**config.mk**
```make
export PLATFORM = sky130hd
export DESIGN_NAME = chest_ls_est
export DESIGN_NICKNAME = d
export VERILOG_FILES = /design/src/rtl/chest_pkg.sv /design/src/rtl/chest_bin_map.sv /design/src/rtl/chest_neg.sv /design/src/rtl/chest_ls_est.sv
export SDC_FILE = /design/constraint.sdc
export NUM_CORES = 1
export LEC_CHECK = 0
export CORE_MARGIN = 3
export CORE_UTILIZATION = 40
export DETAILED_ROUTE_END_ITERATION = 6
export PLACE_DENSITY = 0.72
export SLEW_MARGIN = 20
export SYNTH_ARGS = -nofsm -noshare
export SYNTH_HDL_FRONTEND = slang
export SYNTH_SLANG_ARGS = --single-unit
```
**constraint.sdc**
```tcl
create_clock -name clk -period 9.83 [get_ports clk]
set_clock_uncertainty 0.1 [all_clocks]
set_input_delay 1.966 -clock clk [delete_from_list [all_inputs] [get_ports clk]]
set_output_delay 1.966 -clock clk [all_outputs]
set_load 0.01 [all_outputs]
```
**src/rtl/chest_pkg.sv**
```systemverilog
package chest_pkg;
    typedef enum logic {ST_IDLE = 1'b0, ST_RUN = 1'b1} chest_state_e;
endpackage

```
**src/rtl/chest_bin_map.sv**
```systemverilog
module chest_bin_map #(
    parameter int NFFT = 64,
    parameter int HALF = 26,
    localparam int BW   = $clog2(NFFT),
    localparam int SUBW = $clog2(2 * HALF)
) (
    input  logic [BW-1:0]   bin,
    output logic            active,
    output logic [SUBW-1:0] sub
);
    localparam int NEG_START = NFFT - HALF;
    localparam int GAP       = NFFT - 2 * HALF;

    always_comb begin
        active = 1'b0;
        sub    = '0;
        if (int'(bin) >= 1 && int'(bin) <= HALF) begin
            active = 1'b1;
            sub    = SUBW'(int'(bin) - 1);
        end else if (int'(bin) >= NEG_START) begin
            active = 1'b1;
            sub    = SUBW'(int'(bin) - GAP);
        end
    end
endmodule

```
**src/rtl/chest_neg.sv**
```systemverilog
module chest_neg #(
    parameter int SW = 8
) (
    input  logic          neg,
    input  logic [SW-1:0] din,
    output logic [SW-1:0] dout
);
    localparam logic [SW-1:0] MINV = {1'b1, {(SW-1){1'b0}}};
    localparam logic [SW-1:0] MAXV = {1'b0, {(SW-1){1'b1}}};

    always_comb begin
        if (!neg)             dout = din;
        else if (din == MINV) dout = MAXV;
        else                  dout = (~din) + 1'b1;
    end
endmodule

```
**src/rtl/chest_ls_est.sv**
```systemverilog
module chest_ls_est
    import chest_pkg::*;
#(
    parameter int SW   = 8,
    parameter int NFFT = 64,
    parameter int HALF = 26,
    parameter int MAXP = 16,
    parameter logic [2*HALF-1:0] NEG_MASK = 52'h0A605302B3EA6,
    localparam int BW   = $clog2(NFFT),
    localparam int NACT = 2 * HALF,
    localparam int SUBW = $clog2(NACT),
    localparam int PW   = $clog2(MAXP),
    localparam int CW   = PW + 1
) (
    input  logic            clk,
    input  logic            rst_n,
    input  logic            start,
    input  logic [CW-1:0]   sym_count,
    input  logic            in_valid,
    input  logic [SW-1:0]   in_re,
    input  logic [SW-1:0]   in_im,
    output logic            out_valid,
    output logic [SW-1:0]   out_re,
    output logic [SW-1:0]   out_im,
    output logic [PW-1:0]   out_pair,
    output logic [SUBW-1:0] out_sub,
    output logic            out_last
);
    typedef struct packed {
        chest_state_e    st;
        logic [BW-1:0]   bin;
        logic [PW-1:0]   pair;
        logic [PW-1:0]   last_pair;
        logic            ov;
        logic [SW-1:0]   ore;
        logic [SW-1:0]   oim;
        logic [PW-1:0]   opair;
        logic [SUBW-1:0] osub;
        logic            olast;
    } est_state_t;

    est_state_t q, d;

    logic            act;
    logic [SUBW-1:0] sub;
    logic [SW-1:0]   comp_in  [2];
    logic [SW-1:0]   comp_out [2];

    chest_bin_map #(.NFFT(NFFT), .HALF(HALF)) u_map (
        .bin(q.bin), .active(act), .sub(sub)
    );

    assign comp_in[0] = in_re;
    assign comp_in[1] = in_im;

    for (genvar c = 0; c < 2; c++) begin : g_comp
        chest_neg #(.SW(SW)) u_neg (
            .neg(NEG_MASK[sub]), .din(comp_in[c]), .dout(comp_out[c])
        );
    end

    always_comb begin
        d       = q;
        d.ov    = 1'b0;
        d.olast = 1'b0;
        case (q.st)
            ST_IDLE: if (start) begin
                d.st   = ST_RUN;
                d.bin  = '0;
                d.pair = '0;
                if (sym_count == '0)               d.last_pair = '0;
                else if (sym_count > CW'(MAXP))    d.last_pair = PW'(MAXP - 1);
                else                               d.last_pair = PW'(sym_count - 1'b1);
            end
            default: if (in_valid) begin
                if (act) begin
                    d.ov    = 1'b1;
                    d.ore   = comp_out[0];
                    d.oim   = comp_out[1];
                    d.opair = q.pair;
                    d.osub  = sub;
                    d.olast = (q.pair == q.last_pair) && (q.bin == BW'(NFFT - 1));
                end
                d.bin = q.bin + 1'b1;
                if (q.bin == BW'(NFFT - 1)) begin
                    if (q.pair == q.last_pair) d.st = ST_IDLE;
                    else                       d.pair = q.pair + 1'b1;
                end
            end
        endcase
    end

    always_ff @(posedge clk) begin
        if (!rst_n) q <= '0;
        else        q <= d;
    end

    assign out_valid = q.ov;
    assign out_re    = q.ore;
    assign out_im    = q.oim;
    assign out_pair  = q.opair;
    assign out_sub   = q.osub;
    assign out_last  = q.olast;


    valid_follows_input_chk: assert property (@(posedge clk) disable iff (!rst_n)
        out_valid |-> $past(in_valid));

    last_sub_chk: assert property (@(posedge clk) disable iff (!rst_n)
        out_last |-> (out_valid && out_sub == SUBW'(NACT - 1)));

    quiet_after_last_chk: assert property (@(posedge clk) disable iff (!rst_n)
        out_last |=> !out_valid);

    pair_range_chk: assert property (@(posedge clk) disable iff (!rst_n)
        out_valid |-> (out_pair <= q.last_pair));

    sub_range_chk: assert property (@(posedge clk) disable iff (!rst_n)
        out_valid |-> (int'(out_sub) < NACT));
endmodule

```
==> summary.txt <==
Synth
  • Main flop type after synthesis: dfxtp_1
  • Cells after Synth: 412
  • FF+latch count, synth: 43
  • Ys async rst share: 0
  • Adder-cell share of the synthesized area: 0.0657
  • Synth Area in Compound Gates: 0.268
  • Unique masters post-synth: 59
  • Mapped cell area: 3200 µm²
  • Post-synth EDFFs: 0
  • Proportion of synthesized area in mux cells: 0.00626
  • Largest family of logic cells by synthesized area: compound AO/OA/AOI/OAI gates
  • Sequential element share of the synthesized area: 0.269
  • Syn_nets: 453
  • Warnings from Yosys: 0
  • Post-Synth XOR/XNOR Area: 0.0246
  • Mean post-synth cell area: 7.76 µm²
  • Synth Area in Simple Gates: 0.242

Place
  • Dpl ws: 4990 ps
  • PortBufs: 52
  • RD Place Congestion: 0.905
  • HPWL after DPL: 5.81 mm

Pwr
  • Lkg Pwr: 1.36 nW
  • Pwr/cell area: 113 nW/µm²
  • Maximum vdd drop: 66.5 µV

Drt
  • Avg WL per Cell: 15.3 µm
  • Antenna viol nets, final: 0
  • Vias/cell: 5.82
  • Routed wire length: 8.00 mm
  • First drt pass iteration count: 5
  • 1st-iter DRT viols: 246
  • DRC viols: 0
  • Vias: 3040

CTS
  • CTS max path bufs: 2
  • Worst-path clk slew: 90 ps
  • Worst skew pair latency: 290 ps
  • CTS root buf: clkbuf_8
  • CTS tree: done
  • Post-CTS setup buffers: 0
  • Clock sink count: 43
  • Hold_buf cts: 0
  • Post-CTS Resized: 0
  • H-tree Lvls: 2
  • Number of buffers created by CTS: 5

Final layout
  • Sequential cell area: 861 µm²
  • Layout Nets: 463
  • Layout cells sized above 1: 0.0496
  • Fillers: 723
  • Multi-input gate area: 1940 µm²
  • Area growth from synthesis to layout: 15.0%
  • # diodes: 0

Die
  • Die height: 95.4 µm
  • Initial core utilization: 0.427
  • Io pins: 53
  • Core area: 7490 µm²
  • Chip Width: 95.4 µm
  • Die area: 9100 µm²
  • # rows: 31

Run
  • Number of max-cap violations: 0

STA
  • Accumulated negative setup slack: 0 ps
  • Setup ws final: 4890 ps
  • RSZ-0062 raised after global routing: false
  • Worst-Margin Slew: 973 ps
  • Relative slew slack: 0.347
  • Final setup viols: 0
  • Fin. Hold Viols: 0
  • Fin. max-slew vios: 0
  • Period utilization: 0.502
  • Max frequency: 0.203 GHz
  • Final min period: 4940 ps

Global routing
  • GRT Util Overall: 0.177
  • Grt ovf: 0
  • Number of global-route vias before repair: 2743
  • Initial antenna violation count: 0
  • Largest net degree at the start of global routing: 55
  • First-pass GRT wire length: 13.1 mm

Min path
  • Hold Crit Depth: 2
  • Worst hold path class: reg2reg

Outcome
  • Status: finished clean

Critical path
  • R2R Setup Slk: 4890 ps
  • Crit Path Max Fanout: 30
  • Critical path arrival: 5020 ps
  • CP Launch Type: register
  • Crit path kind: reg2reg
  • Reg2Reg Depth: 16
  • Crit path required time: 9920 ps
  • Worst Setup End Kind: register
## where the power goes
| part | total, W | switching [W] | leakage [nW] | internal [W] |
|---|---|---|---|---|
| clock network | 0.000139 | 0.0000637 | 0.0581 | 0.0000757 |
| registers | 0.000182 | 0.00000381 | 0.348 | 0.000179 |
| logic | 0.0000922 | 0.0000533 | 0.955 | 0.0000389 |
## layout by cell type (no fill, tap or decap), types with 6 or more instances in the layout
master and n:
inv_1 22, a311o_1 6, a21oi_1 11, a31oi_1 7, o21ai_0 18, clkdlybuf4s50_1 52
nand3b_1 6, o211a_1 6, a21boi_0 12, nor2_1 26, nor3_1 11, nand4_1 10
and2_1 6, nand3_1 24, dfxtp_1 43, ha_1 16, nand2_1 38, xor2_1 7
o211ai_1 8
## cell type report
| type | count | area share |
|---|---|---|
| multi-input combinational | 293 | 0.528 |
| sequential | 43 | 0.234 |
| timing repair buffer | 56 | 0.150 |
| tap | 99 | 0.0337 |
| inverter | 23 | 0.0235 |
| clock buffer | 5 | 0.0187 |
| clock inverter | 3 | 0.0119 |
## state kept, by name, summed over array words and instances (netlist names)
register,flops
q,15
out_pair,4
out_im,8
out_sub,6
out_re,8
out_valid,1
out_last,1
## per-stage QoR
step,utilization,cell area [µm²],instances,power (W),hold slack (ps)
after global placement,0.476,3560,514,0.000277,351
final,0.491,3680,522,0.000414,369
after CTS,0.491,3680,522,0.000416,374
after global routing,0.491,3680,522,0.000434,401
after detailed placement,0.476,3560,514,0.000278,361
after floorplan,-,3200,412,0.000250,344
## worst paths after layout
check / startpoint / end
hold reg to reg: out_sub[4]$_SDFFE_PN0P_ / out_sub[4]$_SDFFE_PN0P_
hold / removal: out_sub[4]$_SDFFE_PN0P_ / out_sub[4]$_SDFFE_PN0P_
setup reg to reg: q[38]$_SDFFE_PN0P_ / out_re[4]$_SDFFE_PN0P_
setup / recovery: q[38]$_SDFFE_PN0P_ / out_re[4]$_SDFFE_PN0P_
## layer usage
layer / track usage / routed length [µm] / up-vias
li1: - / - / 1516
met1: 0.249 / 3750 / 1433
met2: 0.281 / 3680 / 86
met3: 0.0387 / 520 / 5
met4: 0.0332 / 42 / 0
met5: 0 / 0 / -
## cell usage after synthesis, types with 6 or more instances
master | instances | area [µm²]
xor2_1 | 7 | 61.3
dfxtp_1 | 43 | 861
nor3_1 | 11 | 55.1
ha_1 | 16 | 200
inv_1 | 22 | 82.6
nor2_1 | 26 | 97.6
a31oi_1 | 7 | 43.8
a311o_1 | 6 | 60.1
a21boi_0 | 12 | 90.1
nand4_1 | 10 | 62.6
a21oi_1 | 12 | 60.1
nand3b_1 | 6 | 45.0
nand3_1 | 24 | 120
buf_4 | 27 | 203
and2_1 | 6 | 37.5
nand2_1 | 38 | 143
o211a_1 | 6 | 60.1
o211ai_1 | 8 | 60.1
o21ai_0 | 18 | 90.1
clkbuf_1 | 15 | 56.3
buf_2 | 9 | 45.0
## kinds of logic after synthesis
group | count (synthesis)
compound gates | 114
xor+xnor | 9
fa+ha+maj | 17
buf+inv | 76
flops | 43
mux | 2
simple gates | 151
## worst max-delay path, stage by stage, from the launching register on
cell and delay [ps]:
dfxtp_1 760, clkinv_1 480, ha_1 330, a21oi_1 230
a311o_1 420, nand2_1 190, o21ai_0 390, inv_1 120
ha_1 230, and3_1 160, a32oi_1 190, o311ai_0 160
o211a_1 240, a211oi_2 140, buf_4 320, nor4_1 90
a311o_1 270
Power figures use the tool's default switching activity.
